<file path="config.mk">
export PLATFORM = sky130hd
export DESIGN_NAME = pte_codec
export DESIGN_NICKNAME = d
export VERILOG_FILES = /design/src/rtl/pte_pkg.sv /design/src/rtl/pte_size_table.sv /design/src/rtl/pte_encode.sv /design/src/rtl/pte_convert.sv /design/src/rtl/pte_codec.sv
export SDC_FILE = /design/constraint.sdc
export NUM_CORES = 2
export LEC_CHECK = 0
export ABC_AREA = 0
export BUFFER_PORTS_ARGS = -buffer_cell sky130_fd_sc_hd__buf_2
export CORE_MARGIN = 2
export CORE_UTILIZATION = 55
export CTS_BUF_LIST = sky130_fd_sc_hd__clkbuf_8
export CTS_CLUSTER_SIZE = 12
export DETAILED_ROUTE_END_ITERATION = 8
export HOLD_SLACK_MARGIN = 0.1
export PLACE_DENSITY = 0.71
export SLEW_MARGIN = 20
export SYNTH_ARGS = -nofsm -noshare
export SYNTH_HDL_FRONTEND = slang
export SYNTH_HIERARCHICAL = 1
export SYNTH_SLANG_ARGS = --single-unit
export TNS_END_PERCENT = 50
</file>
<file path="constraint.sdc">
create_clock -name clk -period 9.25 [get_ports clk]
set_input_delay 0.925 -clock clk [delete_from_list [all_inputs] [get_ports clk]]
set_output_delay 0.925 -clock clk [all_outputs]
set_load 0.03 [all_outputs]
</file>
<file path="src/rtl/pte_pkg.sv">
// Shared constants and types for the page table entry encoder.
// Assumes 64-bit entry words; field positions are fixed by the entry format.
package pte_pkg;
    localparam int WORD_W     = 64;
    localparam int SEG_OLD_LO = 62;   // segment code, legacy word 0
    localparam int SEG_NEW_LO = 58;   // segment code, new word 1
    localparam int AVPN_LSB   = 7;
    localparam int VPN_DROP   = 11;
    localparam int RPN_LSB    = 12;
    localparam int LARGE_BIT  = 2;
    localparam int COMMON_W   = 52;
    localparam int CMP_IGNORE = 7;

    localparam logic [WORD_W-1:0] RPN_SMALL_MASK = 64'h0FFF_FFFF_FFFF_F000;
    localparam logic [WORD_W-1:0] COMMON_MASK    = (64'd1 << COMMON_W) - 64'd1;
    localparam logic [WORD_W-1:0] SEG_NEW_MASK   = 64'd3 << SEG_NEW_LO;
    localparam logic [WORD_W-1:0] CMP_MASK       = ~((64'd1 << CMP_IGNORE) - 64'd1);

    typedef enum logic [1:0] {
        OP_ENCODE = 2'd0,
        OP_TO_NEW = 2'd1,
        OP_TO_OLD = 2'd2,
        OP_MATCH  = 2'd3
    } pte_op_e;

    typedef enum logic [1:0] {
        FLD_SHIFT = 2'd0,
        FLD_MASK  = 2'd1,
        FLD_ENC   = 2'd2,
        FLD_NONE  = 2'd3
    } cfg_fld_e;

    typedef struct packed {
        logic [WORD_W-1:0] d0;
        logic [WORD_W-1:0] d1;
        logic              match;
        logic              err;
    } pte_rsp_t;
endpackage

</file>
<file path="src/rtl/pte_size_table.sv">
// Per-page-size register file: a shift and an AVPN mask per entry, plus one
// encoding byte per (base, actual) pair. Single write port, combinational reads.
// Assumes the indices presented on the read side are already stable.
module pte_size_table
    import pte_pkg::*;
#(
    parameter int NUM_SIZES = 16,
    parameter int SHIFT_W   = 6,
    parameter int ENC_W     = 8,
    localparam int IDX_W    = $clog2(NUM_SIZES)
) (
    input  logic              clk,
    input  logic              rst_n,
    input  logic              wr_en,
    input  logic [1:0]        wr_field,
    input  logic [IDX_W-1:0]  wr_idx,
    input  logic [IDX_W-1:0]  wr_sub,
    input  logic [WORD_W-1:0] wr_data,
    input  logic [IDX_W-1:0]  rd_base,
    input  logic [IDX_W-1:0]  rd_act,
    output logic [WORD_W-1:0] base_mask,
    output logic [SHIFT_W-1:0] act_shift,
    output logic [ENC_W-1:0]  pair_enc
);
    logic [SHIFT_W-1:0] shift_q [NUM_SIZES];
    logic [WORD_W-1:0]  mask_q  [NUM_SIZES];
    logic [ENC_W-1:0]   enc_q   [NUM_SIZES][NUM_SIZES];

    // Clear on reset, otherwise load the selected field.
    always_ff @(posedge clk) begin
        if (!rst_n) begin
            for (int i = 0; i < NUM_SIZES; i++) begin
                shift_q[i] <= '0;
                mask_q[i]  <= '0;
                for (int j = 0; j < NUM_SIZES; j++) enc_q[i][j] <= '0;
            end
        end else if (wr_en) begin
            case (cfg_fld_e'(wr_field))
                FLD_SHIFT: shift_q[wr_idx]        <= wr_data[SHIFT_W-1:0];
                FLD_MASK:  mask_q[wr_idx]         <= wr_data;
                FLD_ENC:   enc_q[wr_idx][wr_sub]  <= wr_data[ENC_W-1:0];
                default:   ;
            endcase
        end
    end

    // Read ports for the current request.
    always_comb begin
        base_mask = mask_q[rd_base];
        act_shift = shift_q[rd_act];
        pair_enc  = enc_q[rd_base][rd_act];
    end
endmodule

</file>
<file path="src/rtl/pte_encode.sv">
// Builds both entry words (legacy layout) from a VPN and a physical address.
// Assumes the table values for the request's sizes are already on its inputs.
module pte_encode
    import pte_pkg::*;
#(
    parameter int SHIFT_W = 6,
    parameter int ENC_W   = 8
) (
    input  logic [WORD_W-1:0]  vpn,
    input  logic [WORD_W-1:0]  pa,
    input  logic [WORD_W-1:0]  base_mask,
    input  logic [SHIFT_W-1:0] act_shift,
    input  logic [ENC_W-1:0]   pair_enc,
    input  logic               act_large,
    input  logic [1:0]         seg,
    output logic [WORD_W-1:0]  d0,
    output logic [WORD_W-1:0]  d1,
    output logic               err
);
    logic [WORD_W-1:0] avpn;
    logic [WORD_W-1:0] align;

    // Form the words; a reserved segment code zeroes them and flags an error.
    always_comb begin
        err   = seg[1];
        avpn  = ((vpn >> VPN_DROP) & ~base_mask) << AVPN_LSB;
        align = ~((64'd1 << act_shift) - 64'd1);
        d0    = avpn | {seg, {SEG_OLD_LO{1'b0}}}
                     | ({{(WORD_W-1){1'b0}}, act_large} << LARGE_BIT);
        if (act_large)
            d1 = (pa & align) | ({{(WORD_W-ENC_W){1'b0}}, pair_enc} << RPN_LSB);
        else
            d1 = pa & RPN_SMALL_MASK;
        if (err) begin
            d0 = '0;
            d1 = '0;
        end
    end
endmodule

</file>
<file path="src/rtl/pte_convert.sv">
// Moves the segment code between the two entry layouts and compares a probe
// with a stored first word. Outputs are zero for operations it does not own.
module pte_convert
    import pte_pkg::*;
(
    input  logic [1:0]        op,
    input  logic [WORD_W-1:0] w0,
    input  logic [WORD_W-1:0] w1,
    output logic [WORD_W-1:0] d0,
    output logic [WORD_W-1:0] d1,
    output logic              match
);
    // Select the conversion or the comparison by operation.
    always_comb begin
        d0    = '0;
        d1    = '0;
        match = 1'b0;
        case (pte_op_e'(op))
            OP_TO_NEW: begin
                d0 = w0 & COMMON_MASK;
                d1 = (w1 & ~SEG_NEW_MASK)
                   | ({{(WORD_W-2){1'b0}}, w0[WORD_W-1:SEG_OLD_LO]} << SEG_NEW_LO);
            end
            OP_TO_OLD: begin
                d0 = (w0 & COMMON_MASK)
                   | ({{(WORD_W-2){1'b0}}, w1[SEG_NEW_LO+1:SEG_NEW_LO]} << SEG_OLD_LO);
                d1 = w1 & ~SEG_NEW_MASK;
            end
            OP_MATCH: match = ((w0 ^ w1) & CMP_MASK) == '0;
            default: ;
        endcase
    end
endmodule

</file>
<file path="src/rtl/pte_codec.sv">
// Top: request handshake, table, encoder, converter and one output register.
// Assumes the consumer may stall; a held result blocks new requests.
module pte_codec
    import pte_pkg::*;
#(
    parameter int NUM_SIZES = 16,
    parameter int SHIFT_W   = 6,
    parameter int ENC_W     = 8,
    localparam int IDX_W    = $clog2(NUM_SIZES)
) (
    input  logic              clk,
    input  logic              rst_n,
    input  logic              cfg_we,
    input  logic [1:0]        cfg_field,
    input  logic [IDX_W-1:0]  cfg_idx,
    input  logic [IDX_W-1:0]  cfg_sub,
    input  logic [63:0]       cfg_data,
    input  logic              req_valid,
    output logic              req_ready,
    input  logic [1:0]        req_op,
    input  logic [63:0]       req_w0,
    input  logic [63:0]       req_w1,
    input  logic [IDX_W-1:0]  req_base,
    input  logic [IDX_W-1:0]  req_act,
    input  logic [1:0]        req_seg,
    output logic              rsp_valid,
    input  logic              rsp_ready,
    output logic [63:0]       rsp_d0,
    output logic [63:0]       rsp_d1,
    output logic              rsp_match,
    output logic              rsp_err
);
    logic [WORD_W-1:0]  tb_mask;
    logic [SHIFT_W-1:0] tb_shift;
    logic [ENC_W-1:0]   tb_enc;
    logic [WORD_W-1:0]  en_d0, en_d1, cv_d0, cv_d1;
    logic               en_err, cv_match;
    pte_rsp_t           nxt, rsp_q;
    logic               valid_q;

    pte_size_table #(.NUM_SIZES(NUM_SIZES), .SHIFT_W(SHIFT_W), .ENC_W(ENC_W)) u_tab (
        .clk(clk), .rst_n(rst_n),
        .wr_en(cfg_we), .wr_field(cfg_field), .wr_idx(cfg_idx), .wr_sub(cfg_sub),
        .wr_data(cfg_data), .rd_base(req_base), .rd_act(req_act),
        .base_mask(tb_mask), .act_shift(tb_shift), .pair_enc(tb_enc)
    );

    pte_encode #(.SHIFT_W(SHIFT_W), .ENC_W(ENC_W)) u_enc (
        .vpn(req_w0), .pa(req_w1), .base_mask(tb_mask), .act_shift(tb_shift),
        .pair_enc(tb_enc), .act_large(req_act != '0), .seg(req_seg),
        .d0(en_d0), .d1(en_d1), .err(en_err)
    );

    pte_convert u_cnv (
        .op(req_op), .w0(req_w0), .w1(req_w1),
        .d0(cv_d0), .d1(cv_d1), .match(cv_match)
    );

    // Take a request when the output slot is empty or being drained.
    assign req_ready = !valid_q || rsp_ready;

    // Choose the result of the requested operation.
    always_comb begin
        nxt = '0;
        if (pte_op_e'(req_op) == OP_ENCODE) begin
            nxt.d0  = en_d0;
            nxt.d1  = en_d1;
            nxt.err = en_err;
        end else begin
            nxt.d0    = cv_d0;
            nxt.d1    = cv_d1;
            nxt.match = cv_match;
        end
    end

    // Output register with hold under back-pressure.
    always_ff @(posedge clk) begin
        if (!rst_n) begin
            valid_q <= 1'b0;
            rsp_q   <= '0;
        end else if (req_ready) begin
            valid_q <= req_valid;
            if (req_valid) rsp_q <= nxt;
        end
    end

    assign rsp_valid = valid_q;
    assign rsp_d0    = rsp_q.d0;
    assign rsp_d1    = rsp_q.d1;
    assign rsp_match = rsp_q.match;
    assign rsp_err   = rsp_q.err;
endmodule

</file>
# Yosys cells after proc, flatten, opt, wreduce, memory -nomap -nowiden
# Memories as Yosys holds them, arrays and structs flattened.
# Cells that the tools add are included.
totals:
  in_bits: 219
  out_inout_bits: 132
  memories: 3
  ramBits: 3168
  ff_bits: 131
classes:
  n_mux: 36
  n_shift: 1
  order_cmp: 3
  bitwise_logic: 12
  n_reduce_logical: 11
  add_sub_neg: 1
  n_eq_ne: 5
memory_table:
  columns: ["memory", "depth", "word_bits", "rd", "rd_ports_with_merged_regs", "write_ports", "line_no", "text"]
  rows:
  - ["u_tab.enc_q", 16, 128, 1, 0, 16, "pte_size_table.sv:27", "logic [ENC_W-1:0] enc_q [NUM_SIZES][NUM_SIZES];"]
  - ["u_tab.mask_q", 16, 64, 1, 0, 16, "pte_size_table.sv:26", "logic [WORD_W-1:0] mask_q [NUM_SIZES];"]
  - ["u_tab.shift_q", 16, 6, 1, 0, 16, "pte_size_table.sv:25", "logic [SHIFT_W-1:0] shift_q [NUM_SIZES];"]
ops:
  columns: ["cell", "count"]
  rows:
  - ["128-bit 2-to-1 mux", 4]
  - ["64-bit 2-to-1 mux", 4]
  - ["64-bit case mux with 2 select lines", 2]
  - ["128-bit OR reduction", 1]
  - ["64-bit bitwise AND", 1]
  - ["64-bit zero test", 1]
  - ["64-bit NOT", 1]
  - ["52-bit by 64-bit bitwise OR with 64-bit output", 1]
  - ["64-bit by 20-bit bitwise OR with 64-bit output", 1]
  - ["64-bit by 3-bit bitwise OR with 64-bit output", 1]
  - ["64-bit by 60-bit bitwise OR with 64-bit output", 1]
  - ["64-bit bitwise OR", 1]
  - ["64-bit OR reduction", 1]
  - ["1-bit by 6-bit << shifter with 64-bit output, first input constant", 1]
  - ["64-bit by 1-bit subtractor with 64-bit output, second input constant", 1]
  - ["64-bit XOR", 1]
  - ["53-bit by 57-bit bitwise AND with 57-bit output", 1]
  - ["57-bit NOT", 1]
  - ["8-bit binary-select mux with 4-bit select", 1]
  - ["8-bit demux with 4-bit select", 1]
  - ["8-bit 2-to-1 mux", 3]
  - ["1-bit 2-to-1 mux", 17]
  - ["4-bit 2-to-1 mux", 3]
  - ["5-bit greater-or-equal comparator, second input constant", 2]
  - ["other kinds (12)", 17]

# Logic depth before layout (Yosys ltp)
# An unclocked memory read counts as a cell.
depth:
  ltp_word: 9
  ltp_mapped: 18
  ltp_nobuf: 12

# Cells and area by module
# The synthesis kept the hierarchy.
by_module_without_submodules:
  columns: ["module", "instances", "area_each_um2", "cells_per_inst"]
  rows:
  - ["pte_size_table", 1, 144707.5, 9312]
  - ["pte_codec", 1, 5989.5, 743]
  - ["pte_encode", 1, 2478.6, 384]
  - ["pte_convert", 1, 1605.3, 252]

# Least setup slack after synthesis
# Ideal clock, no wire load.
synth_path:
  path_kind: "input port to flip-flop"
  start: "in cfg_idx[2]"
  end: "mem u_tab.mask_q[14][0] (enable)"
  setup_ps: 574
  path_stages: 4
  required_ps: 8676
  t_arrival_ps: 6157
  slack_ps: 2519
  path_cell_list: "clkbuf_1 -> nand3_1 -> clkbuf_1 -> o21ai_0"
synth_lines:
  columns: ["element", "line_no", "text"]
  rows:
  - ["start, declared", "pte_codec.sv:15", "input logic [IDX_W-1:0] cfg_idx,"]
  - ["end, declared", "pte_size_table.sv:26", null]

# Final worst setup path
layout_path:
  start: "in req_base[1]"
  end: "reg rsp_q, in the netlist rsp_d1[13]"
layout_between:
  elab_chain_len: 8
layout_lines:
  columns: ["element", "line_no", "text"]
  rows:
  - ["start, declared", "pte_codec.sv:23", "input logic [IDX_W-1:0] req_base,"]
  - ["memory read 16 x 128 bit", null, null]
  - ["8-bit binary-select mux with 4-bit select", "pte_size_table.sv:51", "pair_enc = enc_q[rd_base][rd_act];"]
  - ["8-bit 2-to-1 mux (implied by the code) (2 in series)", "pte_size_table.sv:51", null]
  - ["via tb_enc[1]", "pte_codec.sv:35", "logic [ENC_W-1:0] tb_enc;"]
  - ["64-bit by 20-bit bitwise OR with 64-bit output", "pte_encode.sv:31", "d1 = (pa & align) | ({{(WORD_W-ENC_W){1'b0}}, pair_enc} << RPN_LSB);"]
  - ["64-bit 2-to-1 mux", "pte_encode.sv:30", "if (act_large)"]
  - ["64-bit 2-to-1 mux", "pte_encode.sv:34", "if (err) begin"]
  - ["via en_d1[13]", "pte_codec.sv:36", "logic [WORD_W-1:0] en_d0, en_d1, cv_d0, cv_d1;"]
  - ["128-bit 2-to-1 mux", "pte_codec.sv:65", "if (pte_op_e'(req_op) == OP_ENCODE) begin"]
  - ["end signal, assigned", "pte_codec.sv:83", "if (req_valid) rsp_q <= nxt;"]
  - ["end, declared", "pte_codec.sv:38", "pte_rsp_t nxt, rsp_q;"]
# The timed path passes the listed nets, and every way through them passes these cells. The select of a mux whose other input is x is not followed.
# A chain may end at the register's enable or synchronous reset.

==> summary.txt <==
Critical Path, Cell by Cell -> buf_8 -> buf_4 -> buf_4 -> mux4_2 -> o22a_1 -> o221ai_1 -> o22ai_1 -> nor3_1 -> a211oi_1 -> and3_1 -> nand2_1 -> a21oi_1 -> nand2_1 -> a311oi_1
height of the die -> 521.1 um
final sum of negative setup slack -> 0 ns
critical-path cell with the highest stage delay -> sky130_fd_sc_hd__buf_4
deepest clock path buffer count -> 4
Buffers on Ports -> 339
Worst Max-Slew Pin Slew -> 1.300 ns
setup repair after global routing missed its margin -> no
floorplan core area -> 0.2656 mm^2
Post-Layout Cell Count -> 14360
Period Utilization, post-route -> 0.5247
Num CTS Buffers -> 523
Chip Width -> 521.1 um
residual antenna-violating net count after detailed routing -> 0
count of routing violations after the opening detailed-route iteration -> 12100
via count of the first global-routing pass -> 89690
worst setup path category -> primary input to flop
share of final-layout standard cells stronger than drive strength 1 -> 0.1906
post-layout net count -> 10640
average vias per placed instance -> 6.324
cell depth of the worst min-delay path -> 4
Post-Synthesis Mean Instance Area -> 14.34 um^2
fill cell total of the finished layout -> 19900
overall fraction of global-route tracks in use -> 0.3030
ratio of total power to cell area -> 191.7 mW/mm^2
final weighted congestion in routability-driven placement -> 0.9591
number of synthesis warnings -> 6
final critical-path setup slack -> 4.397 ns
capturing element type of the critical path -> flop
minimum clock period -> 4.853 ns
TritonCTS clock tree -> done
Cell Area, Synth -> 0.1470 mm^2
number of cells traversed by the worst register-to-register path -> 11
largest net degree at the start of global routing -> 153
Resized Gates After CTS -> 0
Leak -> 56.34 nW
Initial Util -> 0.5537
run status -> finished, final reports clean
clock network latency to the later pin of the worst-skew pair -> 1.20 ns
Cells after DPL -> 13400
clk slew on worst S/H paths -> 0.06 ns
initial antenna violation count -> 44
total setup violations reported at the end of the flow -> 0
maximum net fanout on the critical path -> 65
number of top-level design ports -> 351
area growth from synthesis to final layout -> 9.513%
Max Transition Viols Final -> 0
number of design rule violations left after detail routing -> 0
stage delay of the slowest cell on the critical path -> 0.79 ns
number of clock sinks seen by CTS -> 3123
DP HPWL -> 251900 um
synthesized netlist cell count -> 10260
Post-Layout Inst Area -> 0.1610 mm^2
root buf cell -> sky130_fd_sc_hd__clkbuf_8
drt wl/cell -> 29.10 um
max_cap viols -> 0
total number of vias -> 90830
Setup Slack @ Placement -> 3.002 ns
classification of the worst-slack hold path -> primary input to flop
largest clock skew in the final design -> 0.05805 ns
total detailed-routing wirelength -> 418000 um
number of endpoints with negative hold slack in the final report -> 0
total congestion overflow after global routing -> 0
wire length of the first global-routing pass -> 605200 um
CTS H-Tree Depth -> 6
IR drop worst, VDD -> 0.1502 mV
data arrival time of the critical path -> 5.91 ns
number of core rows -> 189
number of detailed-routing iterations run before antenna repair -> 6
Worst Path Required -> 10.31 ns
worst rel slew slack -> 0.1332
DP Area -> 0.1511 mm^2
type of origin of the critical path -> primary input
fmax -> 206.0 MHz
die area -> 0.2715 mm^2
per-layer routing:
layer	part of all wire	routed length, um	vias up	track usage
li1	-	-	38360	-
met1	0.38	159400	45920	0.4266
met2	0.46	192500	5625	0.4671
met3	0.12	50800	899	0.07418
met4	0.036	15110	26	0.09920
met5	0.00045	188	-	0
area by class of cell:
cell class                      count  area [um^2]  share of cell area
Sequential cell                  3123        92470              0.5742
Multi-Input combinational cell   6154        50530              0.3138
Clock buffer                      540         7432             0.04615
Tap cell                         3533         4420             0.02745
Timing Repair Buffer              572         3740             0.02322
Clock inverter                    375         2221             0.01379
Inverter                           44        170.2            0.001057
Antenna cell                       21        52.55           0.0003263
worst max-delay path: cells and delay by family:
kind                   cells  cell delay (ns)
AOI/OAI and AO/OA          6             1.77
and+or+nand+nor            4             0.74
buffers and inverters      3             1.89
muxes                      1             0.36
metrics by stage:
stage | power (W) | hold slack, ns | utilization
after floorplan | 0.01839 | 0.6026 | -
after global placement | 0.01942 | 0.4786 | 0.5687
after detailed placement | 0.01951 | 0.4842 | 0.5688
after CTS | 0.03097 | 0.1012 | 0.6061
after global routing | 0.03176 | 0.1652 | 0.6063
final | 0.03086 | 0.1897 | 0.6064
report_power, final:
part           internal (W)  switching [W]  total, W
clock network       0.00585        0.00573    0.0116
logic              0.000968        0.00191   0.00288
registers            0.0162       0.000226    0.0164
total                0.0230        0.00786    0.0309
placed cells by master (no fill, tap or decap), types with 59 or more instances in the layout:
master	instances
sky130_fd_sc_hd__a21oi_1	218
sky130_fd_sc_hd__a22oi_1	70
sky130_fd_sc_hd__a311oi_1	120
sky130_fd_sc_hd__and2_1	2996
sky130_fd_sc_hd__and3_1	122
sky130_fd_sc_hd__buf_2	323
sky130_fd_sc_hd__buf_4	203
sky130_fd_sc_hd__clkbuf_8	543
sky130_fd_sc_hd__clkinv_1	103
sky130_fd_sc_hd__dfxtp_1	131
sky130_fd_sc_hd__edfxtp_1	2992
sky130_fd_sc_hd__inv_1	201
sky130_fd_sc_hd__mux2i_1	178
sky130_fd_sc_hd__mux4_2	746
sky130_fd_sc_hd__nand2_1	346
sky130_fd_sc_hd__nor2_1	331
sky130_fd_sc_hd__nor3_1	68
sky130_fd_sc_hd__nor3b_1	59
sky130_fd_sc_hd__o21ai_0	150
sky130_fd_sc_hd__o21ai_1	166
repair_timing:
| item | 4_1_cts | 5_1_grt |
|---|---|---|
| hold endpoints to repair | 27 | 0 |
| setup buffers | 0 | 0 |
| hold buffers | 26 | 0 |
registers in the layout (all words and copies together) (netlist names):
register and count:
u_tab/shift_q 96, rsp_match 1, rsp_valid 1, u_tab/mask_q 848, u_tab/enc_q 2048, rsp_err 1
rsp_d1 64, rsp_d0 64
worst paths after layout:
path	start	end	slack (ns)
setup reg to reg	u_tab/shift_q[14][5]	rsp_d1[28]	4.94
setup / recovery	req_base[1]	rsp_d1[13]	4.40
hold / removal	req_w0[6]	rsp_d0[6]	0.19
hold reg to reg	rsp_err	rsp_err	0.50
Note: power is estimated with default switching activity, not from simulation.
